===== config.mk =====
export PLATFORM = sky130hd
export DESIGN_NAME = irq_aggregator
export DESIGN_NICKNAME = d
export VERILOG_FILES = /design/src/rtl/irq_agg_pkg.sv /design/src/rtl/irq_sync.sv /design/src/rtl/irq_gate.sv /design/src/rtl/irq_group.sv /design/src/rtl/irq_aggregator.sv
export SDC_FILE = /design/constraint.sdc
export NUM_CORES = 1
export LEC_CHECK = 0
export BUFFER_PORTS_ARGS = -buffer_cell sky130_fd_sc_hd__buf_2
export CORE_ASPECT_RATIO = 0.8
export CORE_UTILIZATION = 30
export CTS_CLUSTER_DIAMETER = 40
export CTS_CLUSTER_SIZE = 40
export DETAILED_ROUTE_END_ITERATION = 6
export HOLD_SLACK_MARGIN = 0.06
export PLACE_DENSITY = 0.6
export SYNTH_ARGS = -nofsm -noshare
export SYNTH_HDL_FRONTEND = slang
export SYNTH_SLANG_ARGS = --single-unit

===== constraint.sdc =====
create_clock -name clk_i -period 3.1 [get_ports clk_i]
set_input_delay 0.31 -clock clk_i [delete_from_list [all_inputs] [get_ports clk_i]]
set_output_delay 0.31 -clock clk_i [all_outputs]
set_load 0.05 [all_outputs]

===== src/rtl/irq_agg_pkg.sv =====
package irq_agg_pkg;
  localparam int unsigned MSI_BASE  = 'h100;
  localparam int unsigned LEG_BASE  = 'h180;
  localparam int unsigned EOI_ADDR  = 'h040;
  localparam int unsigned STRIDE    = 'h10;
  localparam logic [3:0]  OFS_STAT  = 4'h0;
  localparam logic [3:0]  OFS_ENSET = 4'h4;
  localparam logic [3:0]  OFS_ENCLR = 4'h8;
  localparam int unsigned EOI_W     = 8;

  typedef enum logic [1:0] {
    ACC_NONE,
    ACC_STAT,
    ACC_ENSET,
    ACC_ENCLR
  } acc_kind_e;

  function automatic acc_kind_e decode_ofs(input logic [3:0] ofs);
    case (ofs)
      OFS_STAT:  return ACC_STAT;
      OFS_ENSET: return ACC_ENSET;
      OFS_ENCLR: return ACC_ENCLR;
      default:   return ACC_NONE;
    endcase
  endfunction
endpackage


===== src/rtl/irq_sync.sv =====
module irq_sync #(
  parameter int unsigned W      = 4,
  parameter int unsigned STAGES = 2
) (
  input  logic         clk_i,
  input  logic         rst_ni,
  input  logic [W-1:0] d_i,
  output logic [W-1:0] q_o
);
  logic [W-1:0] stg_q [STAGES];

  always_ff @(posedge clk_i or negedge rst_ni) begin
    if (!rst_ni) stg_q[0] <= '0;
    else         stg_q[0] <= d_i;
  end

  for (genvar s = 1; s < STAGES; s++) begin : g_stage
    always_ff @(posedge clk_i or negedge rst_ni) begin
      if (!rst_ni) stg_q[s] <= '0;
      else         stg_q[s] <= stg_q[s-1];
    end
  end

  assign q_o = stg_q[STAGES-1];
endmodule


===== src/rtl/irq_gate.sv =====
module irq_gate (
  input  logic clk_i,
  input  logic rst_ni,
  input  logic active_i,
  input  logic eoi_i,
  output logic irq_o
);
  logic armed_q, fired_q;

  assign irq_o = armed_q & active_i;

  // fired_q: line has been high since last EOI; drop of active then disarms
  always_ff @(posedge clk_i or negedge rst_ni) begin
    if (!rst_ni) begin
      armed_q <= 1'b1;
      fired_q <= 1'b0;
    end else if (eoi_i) begin
      armed_q <= 1'b1;
      fired_q <= 1'b0;
    end else if (fired_q && !active_i) begin
      armed_q <= 1'b0;
      fired_q <= 1'b0;
    end else if (irq_o) begin
      fired_q <= 1'b1;
    end
  end

  a_r6_quiet_after_service: assert property (@(posedge clk_i) disable iff (!rst_ni)
    (fired_q && !active_i && !eoi_i) |=> !irq_o);

  a_r7_eoi_rearms: assert property (@(posedge clk_i) disable iff (!rst_ni)
    eoi_i |=> (irq_o == active_i));
endmodule


===== src/rtl/irq_group.sv =====
module irq_group #(
  parameter int unsigned W = 4
) (
  input  logic         clk_i,
  input  logic         rst_ni,
  input  logic [W-1:0] set_i,
  input  logic [W-1:0] stat_clr_i,
  input  logic [W-1:0] en_set_i,
  input  logic [W-1:0] en_clr_i,
  input  logic         eoi_i,
  output logic [W-1:0] stat_o,
  output logic [W-1:0] en_o,
  output logic         irq_o
);
  logic [W-1:0] stat_q, en_q;
  logic         active;

  always_ff @(posedge clk_i or negedge rst_ni) begin
    if (!rst_ni) begin
      stat_q <= '0;
      en_q   <= '0;
    end else begin
      stat_q <= (stat_q & ~stat_clr_i) | set_i;  // set wins
      en_q   <= (en_q | en_set_i) & ~en_clr_i;
    end
  end

  assign active = |(stat_q & en_q);
  assign stat_o = stat_q;
  assign en_o   = en_q;

  irq_gate u_gate (
    .clk_i   (clk_i),
    .rst_ni  (rst_ni),
    .active_i(active),
    .eoi_i   (eoi_i),
    .irq_o   (irq_o)
  );

  a_r3_set_wins: assert property (@(posedge clk_i) disable iff (!rst_ni)
    (set_i != '0) |=> ((stat_q & $past(set_i)) == $past(set_i)));

  a_r3_w1c: assert property (@(posedge clk_i) disable iff (!rst_ni)
    (stat_clr_i != '0 && set_i == '0) |=> ((stat_q & $past(stat_clr_i)) == '0));

  a_r4_en_clear: assert property (@(posedge clk_i) disable iff (!rst_ni)
    (en_clr_i != '0) |=> ((en_q & $past(en_clr_i)) == '0));

  a_r4_en_set: assert property (@(posedge clk_i) disable iff (!rst_ni)
    (en_set_i != '0 && en_clr_i == '0) |=> ((en_q & $past(en_set_i)) == $past(en_set_i)));
endmodule


===== src/rtl/irq_aggregator.sv =====
module irq_aggregator
  import irq_agg_pkg::*;
#(
  parameter int unsigned NUM_VEC     = 32,
  parameter int unsigned NUM_GRP     = 8,
  parameter int unsigned NUM_LEG     = 4,
  parameter int unsigned ADDR_W      = 12,
  parameter int unsigned DATA_W      = 32,
  parameter int unsigned SYNC_STAGES = 2,
  localparam int unsigned VEC_W      = $clog2(NUM_VEC),
  localparam int unsigned GRP_W      = $clog2(NUM_GRP),
  localparam int unsigned BPG        = NUM_VEC / NUM_GRP
) (
  input  logic                clk_i,
  input  logic                rst_ni,
  input  logic                req_i,
  input  logic                we_i,
  input  logic [ADDR_W-1:0]   addr_i,
  input  logic [DATA_W-1:0]   wdata_i,
  output logic [DATA_W-1:0]   rdata_o,
  input  logic                msg_valid_i,
  input  logic [VEC_W-1:0]    msg_vec_i,
  input  logic [NUM_LEG-1:0]  legacy_i,
  output logic [NUM_GRP-1:0]  msi_irq_o,
  output logic [NUM_LEG-1:0]  leg_irq_o
);
  localparam int unsigned BLK_W = ADDR_W - 4;

  logic             wr, rd;
  logic [BLK_W-1:0] blk;
  acc_kind_e        kind;
  logic             eoi_wr;
  logic [EOI_W-1:0] eoi_code;

  assign wr       = req_i & we_i;
  assign rd       = req_i & ~we_i;
  assign blk      = addr_i[ADDR_W-1:4];
  assign kind     = decode_ofs(addr_i[3:0]);
  assign eoi_wr   = wr && (addr_i == ADDR_W'(EOI_ADDR));
  assign eoi_code = wdata_i[EOI_W-1:0];

  logic unused_wdata;
  assign unused_wdata = ^wdata_i[DATA_W-1:EOI_W];

  // MSI groups
  logic [BPG-1:0] msi_stat [NUM_GRP];
  logic [BPG-1:0] msi_en   [NUM_GRP];
  logic [NUM_GRP-1:0] msi_hit;

  for (genvar g = 0; g < NUM_GRP; g++) begin : g_msi
    logic [BPG-1:0] set, sclr, eset, eclr;
    logic           eoi;

    assign msi_hit[g] = (blk == BLK_W'(MSI_BASE / STRIDE + g));
    assign set  = (msg_valid_i && msg_vec_i[GRP_W-1:0] == GRP_W'(g))
                  ? (BPG'(1) << msg_vec_i[VEC_W-1:GRP_W]) : '0;
    assign sclr = (wr && msi_hit[g] && kind == ACC_STAT)  ? wdata_i[BPG-1:0] : '0;
    assign eset = (wr && msi_hit[g] && kind == ACC_ENSET) ? wdata_i[BPG-1:0] : '0;
    assign eclr = (wr && msi_hit[g] && kind == ACC_ENCLR) ? wdata_i[BPG-1:0] : '0;
    assign eoi  = eoi_wr && (eoi_code == EOI_W'(g + NUM_LEG));

    irq_group #(.W(BPG)) u_grp (
      .clk_i     (clk_i),
      .rst_ni    (rst_ni),
      .set_i     (set),
      .stat_clr_i(sclr),
      .en_set_i  (eset),
      .en_clr_i  (eclr),
      .eoi_i     (eoi),
      .stat_o    (msi_stat[g]),
      .en_o      (msi_en[g]),
      .irq_o     (msi_irq_o[g])
    );

    a_r5_msi_needs_pending: assert property (@(posedge clk_i) disable iff (!rst_ni)
      msi_irq_o[g] |-> ((msi_stat[g] & msi_en[g]) != '0));
  end

  // Legacy lines
  logic [NUM_LEG-1:0] leg_sync;
  logic [NUM_LEG-1:0] leg_stat, leg_en;
  logic [NUM_LEG-1:0] leg_hit;

  irq_sync #(.W(NUM_LEG), .STAGES(SYNC_STAGES)) u_sync (
    .clk_i (clk_i),
    .rst_ni(rst_ni),
    .d_i   (legacy_i),
    .q_o   (leg_sync)
  );

  for (genvar n = 0; n < NUM_LEG; n++) begin : g_leg
    logic sclr, eset, eclr, eoi;

    assign leg_hit[n] = (blk == BLK_W'(LEG_BASE / STRIDE + n));
    assign sclr = wr && leg_hit[n] && kind == ACC_STAT  && wdata_i[0];
    assign eset = wr && leg_hit[n] && kind == ACC_ENSET && wdata_i[0];
    assign eclr = wr && leg_hit[n] && kind == ACC_ENCLR && wdata_i[0];
    assign eoi  = eoi_wr && (eoi_code == EOI_W'(n));

    irq_group #(.W(1)) u_grp (
      .clk_i     (clk_i),
      .rst_ni    (rst_ni),
      .set_i     (leg_sync[n]),
      .stat_clr_i(sclr),
      .en_set_i  (eset),
      .en_clr_i  (eclr),
      .eoi_i     (eoi),
      .stat_o    (leg_stat[n]),
      .en_o      (leg_en[n]),
      .irq_o     (leg_irq_o[n])
    );

    a_r8_leg_needs_pending: assert property (@(posedge clk_i) disable iff (!rst_ni)
      leg_irq_o[n] |-> (leg_stat[n] && leg_en[n]));
  end

  // Read mux
  always_comb begin
    rdata_o = '0;
    if (rd) begin
      for (int g = 0; g < NUM_GRP; g++) begin
        if (msi_hit[g]) begin
          case (kind)
            ACC_STAT:             rdata_o = DATA_W'(msi_stat[g]);
            ACC_ENSET, ACC_ENCLR: rdata_o = DATA_W'(msi_en[g]);
            default:              rdata_o = '0;
          endcase
        end
      end
      for (int n = 0; n < NUM_LEG; n++) begin
        if (leg_hit[n]) begin
          case (kind)
            ACC_STAT:             rdata_o = DATA_W'(leg_stat[n]);
            ACC_ENSET, ACC_ENCLR: rdata_o = DATA_W'(leg_en[n]);
            default:              rdata_o = '0;
          endcase
        end
      end
    end
  end

  // Vector-ordered view of pending bits for the routing check
  logic [NUM_VEC-1:0] vec_pend;
  for (genvar v = 0; v < NUM_VEC; v++) begin : g_vec
    assign vec_pend[v] = msi_stat[v % NUM_GRP][v / NUM_GRP];
  end

  a_r2_vec_route: assert property (@(posedge clk_i) disable iff (!rst_ni)
    msg_valid_i |=> vec_pend[$past(msg_vec_i)]);

  a_r9_idle_read_zero: assert property (@(posedge clk_i) disable iff (!rst_ni)
    !req_i |-> (rdata_o == '0));
endmodule


==> impl_results.md, run 1 <==
* Number of synthesized flops with an enable pin at 0
* Routed len/inst at 19.7 um
* Post-CTS Hold Fix Bufs at 4
* Synth Flop Type: dfrtp_1
* Core Util, Final at 0.347
* RSZ-0062 raised after global routing: false
* Layout area overhead at 13.4%
* Diode count at 0
* Worst path depth at 8
* Share of layout cells above drive strength 1 at 0.178
* Max Cap Viol at 0
* Worst path slowest cell: or4b_4
* # port buffers at 49
* Number of remaining DRC errors at 0
* Antenna Nets Post-Route at 0
* # clock sinks at 104
* Drt pass-1 iters at 5
* Die Footprint at 19900 um^2
* Htree depth at 3
* Cell Rows at 45
* Die height at approximately 130 um
* Hold path startpoint: legacy_i[1]
* Area share of the leading cell type in the synthesized netlist at 0.396
* Tot Pwr at 3.11 mW
* Worst-Margin Slew at 0.940 ns
* Async set or reset register ratio after synthesis at 1.00
* Gate Count Post-Synth at about 640
* Post-route insts no fill at 938
* Critical Path Source Type: input pin
* Data required time of the worst path at about 2.8 ns
* Reg2Reg Depth at 4
* Routability cong. at 0.961
* Cell type with the largest total area after synthesis: dfrtp_1
* Syn Area/Cell at 9.15 um^2
* Worst Setup SP: addr_i[9]
* Clock skew at 0.00452 ns
* Worst-case clock buffer depth at 2
* First-pass GRT wire length at 28300 um
* Count leader, synth: dfrtp_1
* Detailed-route via count at ~5200
* FF-to-FF Start: g_msi[0].u_grp.stat_o[1]
* Static Leak at 2.71 nW
* Gr usage total at 0.192
* Family with the most delay on the worst path: simple AND/OR/NAND/NOR gates
* CTS tree: done
* Global route overflow at 0
* Sequential share of the synthesized area at 0.450
* Final setup violating endpoints at 0
* VDD IR max at 259 uV
* Worst Path Buf+Inv at 2
* Vias in the first global route at roughly 4600
* Hold Crit Class: input pin to flip-flop
* Insertion delay to the later sink of the worst-skew pair at 0.35 ns
* Core box area at 19000 um^2
* Min Tclk post-route at 2.88 ns
* Status: finished clean
* Fin crit share at 0.929
* Setup bufs post-CTS at 0
* Warnings from Yosys at 0
* CTS Buf Count at 9
* Num ports at around 100
* Cell Chain, Critical Path: buf_2, or4b_4, nor3_4, nand2_2, o31ai_2, o221ai_1, a31oi_1, buf_2
* Total length of routed wires at between 15000 and 20000 um
* FF+latch count, synth at 104
* CTS clk-pin slew, worst paths at 0.07 ns
* Final TNS setup at 0 ns
* Largest net degree at the start of global routing at 56
* Largest stage delay, worst path at roughly 0.64 ns
* Initial antenna violation count at 1
* CP arrival at 2.57 ns
* Most common library cells after synthesis: 92 x dfrtp_1, 69 x a21oi_1, 61 x nand2_1, 50 x o21ai_0, 40 x buf_4
* Slew HR at 0.370
* Worst hold margin at roughly 0.070 ns
* CTS root buffer: clkbuf_16
* Detailed placement HPWL at 13600 um
* Hold Path Cell Cnt at 1
* Initial Util at 0.306
* Critical path peak fanout at 11
* Vias/cell at roughly 5.6
* Hold Violations, Final at 0
* Most frequent CP cell: buf_2
* Fmax achieved at 347 MHz
* Die Span X at roughly 160 um
* Setup CP Type: input pin to primary output
* Final #Nets at between 700 and 800
* Ranking of synthesized cells by area: dfrtp_1 40%, a21oi_1 5.9%, dfstp_2 5.4%
* Library cells used by synthesis at roughly 60
* DR iter-0 viols at between 600 and 700
* Syn Std Cell Area at 5810 um^2
* Max-slew violations at 0
* Resized Gates After CTS at 0
* DP Cell Count at 918
* Crit. End Element: primary output
* PwrDens at roughly 470 nW/um^2
* Fillers at 1948
-- per-layer routing --
layer  vias up  GRT usage  wire [um]
li1       2381          -          -
met1      2570      0.295       8620
met2       271      0.263       7660
met3        21     0.0543       1960
met4         0     0.0383        236
met5         -          0          0
-- logic make-up after synthesis --
logic type / synth area share
and+or+nand+nor: 0.189
other: 0.000645
AOI/OAI and AO/OA: 0.269
buffers and inverters: 0.0796
muxes: 0.0103
xor gates and xnor gates: 0.00151
DFF: 0.450
-- layout make-up --
class                   count  area [um^2]  share of cell area
multi-input cells         479         2850               0.432
flip-flops and latches    104         2620               0.397
repair buffers             79          508              0.0771
well taps                 258          323              0.0490
clock buffers              10          239              0.0363
clock inverters             6         48.8             0.00740
inverters                   2         7.51             0.00114
-- report_power, final --
group | internal (mW) | total [mW] | switching (mW)
clock network | 0.581 | 1.12 | 0.539
logic | 0.140 | 0.436 | 0.296
registers | 1.46 | 1.56 | 0.0952
total | 2.18 | 3.11 | 0.930
-- worst reg2reg max path, cell delays in order, from the launching register on --
cell      delay (ns)
dfrtp_1         0.43
a22o_1          0.24
a221oi_1        0.54
nand2_1         0.11
a22o_1          0.19
-- layout by cell type (no fill, tap or decap), types with 21 or more instances in the layout --
cell,instances
o21ai_0,50
a21oi_1,69
dfrtp_1,92
buf_2,48
a22oi_1,21
nor2_1,28
buf_4,25
conb_1,28
a22o_1,25
nand3_1,21
nand2_1,61
-- path summary, 6_finish.rpt --
path	endpoint	slack [ns]
setup reg to reg	g_msi[0].u_grp.u_gate.armed_q	1.52
setup / recovery	rdata_o[2]	0.22
hold reg to reg	u_sync.q_o[2]	0.35
hold / removal	u_sync.stg_q[5]	0.07
min in group asynchronous	g_msi[2].u_grp.stat_o[3]	0.53
max in group asynchronous	g_msi[4].u_grp.u_gate.armed_q	1.79
-- through the flow --
stage	setup WS (ns)	cell area, um^2
6_report	0.221	6590
5_1_grt	0.0416	6590
4_1_cts	0.199	6590
3_5_place_dp	0.210	6260
3_3_place_gp	0.239	6260
2_1_floorplan	0.0121	5910
-- sequential cells by signal (all words and copies together) (netlist names) --
signal and count:
g_msi.u_grp.u_gate.armed_q 8, g_leg.u_grp.en_o 4, g_leg.u_grp.u_gate.fired_q 4, u_sync.stg_q 4, g_msi.u_grp.en_o 32, g_msi.u_grp.u_gate.fired_q 8
g_msi.u_grp.stat_o 32, g_leg.u_grp.u_gate.armed_q 4, g_leg.u_grp.stat_o 4, u_sync.q_o 4
(Power assumes the default switching activity.)
==> run 2, diff against run 1 <==
--- a/config.mk
+++ b/config.mk
@@ -8,6 +8,7 @@
 export BUFFER_PORTS_ARGS = -buffer_cell sky130_fd_sc_hd__buf_2
 export CORE_ASPECT_RATIO = 0.8
 export CORE_UTILIZATION = 30
+export CTS_BUF_LIST = sky130_fd_sc_hd__clkbuf_4
 export CTS_CLUSTER_DIAMETER = 40
 export CTS_CLUSTER_SIZE = 40
 export DETAILED_ROUTE_END_ITERATION = 6
==> run 2 against run 1 <==
Power is 14% lower. Combinational power is essentially flat. Via count decreased by 1.6%. Clock power decreased by 40%. Critical path depth unchanged. Clock-buffer cell count shrank 1. Largest cell class unchanged. Highest routed layer unchanged.
==> impl_results.md, run 2 (synthesis gave the netlist of run 1 again) <==
* Share of layout cells above drive strength 1 at 0.176 (-0.00173)
* FF-to-FF Start: g_msi[0].u_grp.stat_o[1]
* First-pass GRT wire length at 28200 um (-0.22%)
* Static Leak at 2.64 nW (-2.6%)
* Reg2Reg Depth at 4 (unchanged)
* Die height at 127 um (unchanged)
* Hold Violations, Final at 0 (unchanged)
* Worst Setup SP: addr_i[9]
* Global route overflow at 0 (unchanged)
* Max Cap Viol at 0 (unchanged)
* Detailed placement HPWL at 13600 um (unchanged)
* Gr usage total at 0.191 (-0.000577)
* CTS clk-pin slew, worst paths at 0.16 ns (+0.09 ns)
* Core Util, Final at 0.339 (-0.00831)
* Worst R2R End: g_msi[0].u_grp.u_gate.armed_q
* Worst-case clock buffer depth at 2 (unchanged)
* Critical path peak fanout at 11 (unchanged)
* Number of remaining DRC errors at 0 (unchanged)
* Final #Nets at 734 (+0.14%)
* Sw Ratio at 0.333 (+0.0343)
* DR iter-0 viols at 667 (+4.1%)
* Clock skew at 0.0141 ns (+0.00959 ns)
* Die Footprint at 19900 um^2 (unchanged)
* Htree depth at 3 (unchanged)
* CTS root buffer: clkbuf_4
* CP arrival at 2.62 ns (+0.05 ns)
* Crit. End Element: primary output
* Fillers at 1965 (+0.87%)
* Routed len/inst at 19.7 um (about the same)
* Vias/cell at 5.49 (-1.7%)
* Logic pwr share at 0.164 (+0.024)
* Critical Path Source Type: input pin
* Antenna Nets Post-Route at 0 (unchanged)
* Diode count at 0 (unchanged)
* End point of the critical path: rdata_o[2]
* Clock power share at 0.253 (-0.107)
* Slew HR at 0.365 (-0.00511)
* Drt pass-1 iters at 5 (unchanged)
* Data required time of the worst path at 2.79 ns (about the same)
* Die Span X at 158 um (unchanged)
* Largest net degree at the start of global routing at 56 (unchanged)
* RSZ-0062 raised after global routing: false
* CTS Buf Count at 9 (unchanged)
* Total length of routed wires at 18500 um (about the same)
* Num ports at 102 (unchanged)
* Commonest non-fill, non-tap cell in the layout: dfrtp_1
* # clock sinks at 104 (unchanged)
* VDD IR max at 150 uV (-42%)
* Initial antenna violation count at 1 (unchanged)
* Core box area at 19000 um^2 (unchanged)
* Fin crit share at 0.944 (+0.0148)
* Switch Pwr at 889 uW (-4.5%)
* Insertion delay to the later sink of the worst-skew pair at 0.50 ns (+0.15 ns)
* Status: finished clean
* Sequential Power Share at 0.584 (+0.084)
* Layout area overhead at 10.7%
* Initial Util at 0.306 (unchanged)
* Cell Int Power at 1.78 mW (-19%)
* PwrDens at 414 nW/um^2 (-12%)
* Setup bufs post-CTS at 0 (unchanged)
* Fmax achieved at 342 MHz (-1.6%)
* R2r setup slk at 1.54 ns (+0.02 ns)
* Worst-Margin Slew at 0.948 ns (+0.00763 ns)
* Detailed-route via count at 5157 (-1.6%)
* Min Tclk post-route at 2.93 ns (+0.0459 ns)
* CTS tree: done
* Vias in the first global route at 4593 (-0.33%)
* # port buffers at 49 (unchanged)
* Final TNS setup at 0 ns (unchanged)
* Max-slew violations at 0 (unchanged)
* Hold Crit Class: input pin to flip-flop
* Setup CP Type: input pin to primary output
* Final setup violating endpoints at 0 (unchanged)
* Routability cong. at 0.961 (unchanged)
* Cell Rows at 45 (unchanged)
* Most frequent cells in the layout: 92 x dfrtp_1, 69 x a21oi_1, 61 x nand2_1, 50 x o21ai_0, 48 x buf_2
-- run 2: changes by cell type in the layout (fill, tap and decap cells not counted) --
cell,previous run,this run
clkbuf_16,9,0
clkbuf_4,0,9
clkbuf_8,1,0
clkinv_1,0,1
dlygate4sd3_1,4,5
-- run 2: area by class of cell --
cell class              instances  area (um^2)  share of cell area
multi-input cells             479         2850               0.443
clock buffers                   9         67.6              0.0105
flip-flops and latches        104         2620               0.407
well taps                     258          323              0.0502
inverters                       2         7.51             0.00117
clock inverters                 7         52.6             0.00817
repair buffers                 80          518              0.0805
-- run 2: per-stage QoR --
stage               cell area (um^2)  cells  hold slack [ns]  setup WS, ns  power, mW
floorplan                       5910    662           0.0144        0.0121       1.85
global placement                6260    918            0.334         0.239       2.00
detailed placement              6260    918            0.336         0.210       2.00
CTS                             6430    939            0.159         0.199       2.67
global route                    6430    939            0.170        0.0836       2.79
finish                          6430    939            0.170         0.175       2.67
-- run 2: power groups by stage --
stage / registers, mW / logic (mW) / clock network (mW)
after floorplan: 1.54 / 0.307 / 0
after global placement: 1.58 / 0.422 / 0
after detailed placement: 1.58 / 0.427 / 0
after CTS: 1.55 / 0.433 / 0.684
after global routing: 1.57 / 0.478 / 0.739
final: 1.56 / 0.437 / 0.674
-- run 2: how the worst min path moves through the flow --
stage                                from                  endpoint  slack [ns]  cells after the start
after floorplan                    rst_ni       g_leg[0].u_grp.en_o        0.01                      0
after global placement    u_sync.stg_q[7]             u_sync.q_o[3]        0.33                      0
after detailed placement  u_sync.stg_q[6]             u_sync.q_o[2]        0.34                      0
after CTS                     msg_valid_i  g_msi[7].u_grp.stat_o[2]        0.16                      3
after global routing          msg_valid_i  g_msi[7].u_grp.stat_o[0]        0.17                      3
final                        msg_vec_i[4]  g_msi[2].u_grp.stat_o[3]        0.17                      2
-- run 2: timing repair --
| action | 4_1_cts | 5_1_grt |
|---|---|---|
| hold endpoints to repair | 44 | 0 |
| gates resized for setup | 0 | 0 |
| hold buffers | 5 | 0 |
-- run 2: layer usage --
metal / GRT usage / wire length, um / up-vias
met3: 0.0560 / 1990 / 21
li1: - / - / 2382
met1: 0.294 / 8590 / 2486
met4: 0.0366 / 179 / 0
met2: 0.261 / 7730 / 268
met5: 0 / 0 / -
-- run 2: worst max-delay path, stage by stage --
cell and delay (ns):
buf_2 0.12, or4b_4 0.64, nor3_4 0.30, nand2_2 0.15, o31ai_2 0.26, o221ai_1 0.16, a31oi_1 0.33, buf_2 0.33
==> run 3, diff against run 2 <==
--- a/config.mk
+++ b/config.mk
@@ -7,13 +7,13 @@
 export LEC_CHECK = 0
 export BUFFER_PORTS_ARGS = -buffer_cell sky130_fd_sc_hd__buf_2
 export CORE_ASPECT_RATIO = 0.8
-export CORE_UTILIZATION = 30
+export CORE_UTILIZATION = 45
 export CTS_BUF_LIST = sky130_fd_sc_hd__clkbuf_4
 export CTS_CLUSTER_DIAMETER = 40
 export CTS_CLUSTER_SIZE = 40
 export DETAILED_ROUTE_END_ITERATION = 6
 export HOLD_SLACK_MARGIN = 0.06
-export PLACE_DENSITY = 0.6
+export PLACE_DENSITY = 0.78
 export SYNTH_ARGS = -nofsm -noshare
 export SYNTH_HDL_FRONTEND = slang
 export SYNTH_SLANG_ARGS = --single-unit
==> run 3 against run 2 <==
Critical path depth rose by 1. Sequential power barely moved. Via count rose by 4.5%. Clock skew rose by 0.00059 ns. Maximum frequency rose by 0.96%. Critical path type unchanged. Largest power group unchanged.
==> impl_results.md, run 3 (synthesis gave the netlist of run 1 again) <==
* Status: finished clean
* Core Util, Final at 0.512 (+0.173)
* Post-route insts no fill at 851 (-9.4%)
* Hold Violations, Final at 0 (unchanged)
* Cell Rows at 36 (-20%)
* Slew HR at 0.327 (-0.0380)
* RSZ-0062 raised after global routing: false
* Initial Util at 0.469 (+0.163)
* Resized Gates After CTS at 0 (unchanged)
* Total length of routed wires at 18300 um (-1.3%)
* VDD IR max at 188 uV (+26%)
* Routability cong. at 1.03 (+6.7%)
* Worst R2R End: g_msi[7].u_grp.u_gate.armed_q
* Max Cap Viol at 0 (unchanged)
* CTS root buffer: clkbuf_4
* CTS Buf Count at 9 (unchanged)
* Initial antenna violation count at 0 (-1)
* # clock sinks at 104 (unchanged)
* Htree depth at 3 (unchanged)
* Global route overflow at 0 (unchanged)
* Static Leak at 2.64 nW (+0.12%)
* Worst setup slack after layout at 0.203 ns (+0.0279 ns)
* Switch Pwr at 872 uW (-1.9%)
* Vias in the first global route at 5151 (+12%)
* Fin area at 6340 um^2 (-1.5%)
* Drt pass-1 iters at 6 (+1)
* Insertion delay to the later sink of the worst-skew pair at 0.48 ns (-0.02 ns)
* Sequential Power Share at 0.569 (-0.015)
* Sw Ratio at 0.319 (-0.0139)
* Clock power share at 0.270 (+0.017)
* Die Footprint at 13400 um^2 (-33%)
* Fin crit share at 0.935 (-0.00901)
* Final TNS setup at 0 ns (unchanged)
* Detailed-route via count at 5387 (+4.5%)
* Final #Nets at 732 (-0.27%)
* DP Cell Count at 829 (-9.7%)
* CTS clk-pin slew, worst paths at 0.17 ns (about the same)
* Reg2Reg Depth at 4 (unchanged)
* Hold Crit Class: input pin to flip-flop
* Max-slew violations at 0 (unchanged)
* Final setup violating endpoints at 0 (unchanged)
* Number of remaining DRC errors at 0 (unchanged)
* Min Tclk post-route at 2.90 ns (-0.0279 ns)
* Crit. End Element: primary output
* Die Span X at 129 um (-18%)
* FF-to-FF Start: g_msi[7].u_grp.stat_o[1]
* CTS tree: done
* Critical Path Source Type: input pin
* Vias/cell at 6.33 (+15%)
* Fillers at 1157 (-41%)
* Routed len/inst at 21.4 um (+8.9%)
* Core box area at 12400 um^2 (-35%)
* Num ports at 102 (unchanged)
* CP arrival at 2.59 ns (-0.03 ns)
* Die height at 104 um (-18%)
* Fmax achieved at 345 MHz (+0.96%)
* PwrDens at 431 nW/um^2 (+3.9%)
* Clock skew at 0.0147 ns (+0.000587 ns)
* Placed inst area at 6140 um^2 (-2.0%)
* Pre-CTS setup slack at 0.295 ns (+0.0843 ns)
* Cell Int Power at 1.86 mW (+4.5%)
* Most frequent cells in the layout: 92 x dfrtp_1, 69 x a21oi_1, 61 x nand2_1, 50 x o21ai_0, 48 x buf_2
* Share of layout cells above drive strength 1 at 0.174 (-0.00243)
* Setup CP Type: input pin to primary output
* Antenna Nets Post-Route at 0 (unchanged)
* Gr usage total at 0.284 (+0.0930)
* Critical path peak fanout at 14 (+3)
* Worst Setup SP: addr_i[3]
* Commonest non-fill, non-tap cell in the layout: dfrtp_1
* Logic pwr share at 0.161 (-0.003)
* Worst-case clock buffer depth at 2 (unchanged)
* # port buffers at 49 (unchanged)
* Detailed placement HPWL at 13400 um (-1.8%)
* Worst-Margin Slew at 1.01 ns (+0.0621 ns)
* DR iter-0 viols at 651 (-2.4%)
* R2r setup slk at 1.23 ns (-0.31 ns)
* Data required time of the worst path at 2.79 ns (about the same)
* Layout area overhead at 9.06%
* End point of the critical path: rdata_o[1]
* Largest net degree at the start of global routing at 54 (-3.6%)
* First-pass GRT wire length at 28300 um (+0.49%)
-- run 3: changes by cell type in the layout (fill, tap and decap cells not counted), sizes merged --
cell / delta
buf: -2
bufinv: +1
clkinv: +2
diode: +1
inv: -3
-- run 3: area by class of cell --
class,instances,area (um^2),area share
multi-input cells,479,2850,0.449
well taps,171,214,0.0337
clock buffers,9,67.6,0.0107
diodes,1,2.50,0.000395
inverters,2,7.51,0.00118
clock inverters,7,80.1,0.0126
repair buffers,78,503,0.0793
flip-flops and latches,104,2620,0.413
-- run 3: worst min path at each step --
stage	startpoint	end	cells past startpoint
2_1_floorplan	rst_ni	g_leg[0].u_grp.en_o	0
3_3_place_gp	u_sync.stg_q[6]	u_sync.q_o[2]	0
3_5_place_dp	u_sync.stg_q[6]	u_sync.q_o[2]	0
4_1_cts	msg_valid_i	g_msi[7].u_grp.stat_o[1]	3
5_1_grt	msg_valid_i	g_msi[7].u_grp.stat_o[1]	3
6_report	msg_valid_i	g_msi[7].u_grp.stat_o[1]	3
-- run 3: metal layers --
| metal | wire length, um | global-route usage |
|---|---|---|
| met1 | 7570 | 0.387 |
| met2 | 7910 | 0.420 |
| met3 | 2290 | 0.104 |
| met4 | 478 | 0.0857 |
| met5 | 0 | 0 |
-- run 3: power groups by stage --
stage / registers (mW) / clock network [mW] / logic (mW)
floorplan: 1.54 / 0 / 0.307
global placement: 1.57 / 0 / 0.410
detailed placement: 1.57 / 0 / 0.423
CTS: 1.55 / 0.744 / 0.429
global route: 1.57 / 0.801 / 0.478
finish: 1.55 / 0.737 / 0.439
-- run 3: metrics by stage --
step           hold slack [ns]  power [mW]
3_3_place_gp             0.333        1.98
5_1_grt                  0.192        2.84
4_1_cts                  0.159        2.72
6_report                 0.169        2.73
2_1_floorplan           0.0144        1.85
3_5_place_dp             0.336        1.99
-- run 3: repair_timing --
item,4_1_cts,5_1_grt
hold buffers,5,0
endpoints found under the hold margin,48,0
buffers inserted,0,0
-- run 3: worst max-delay path, cell delays in order --
cell and delay [ns]:
buf_2 0.31, xor2_2 0.36, a22o_1 0.20, a311oi_1 0.11
nor4_1 0.37, buf_4 0.19, o2111ai_1 0.12, a211oi_2 0.31
buf_2 0.31
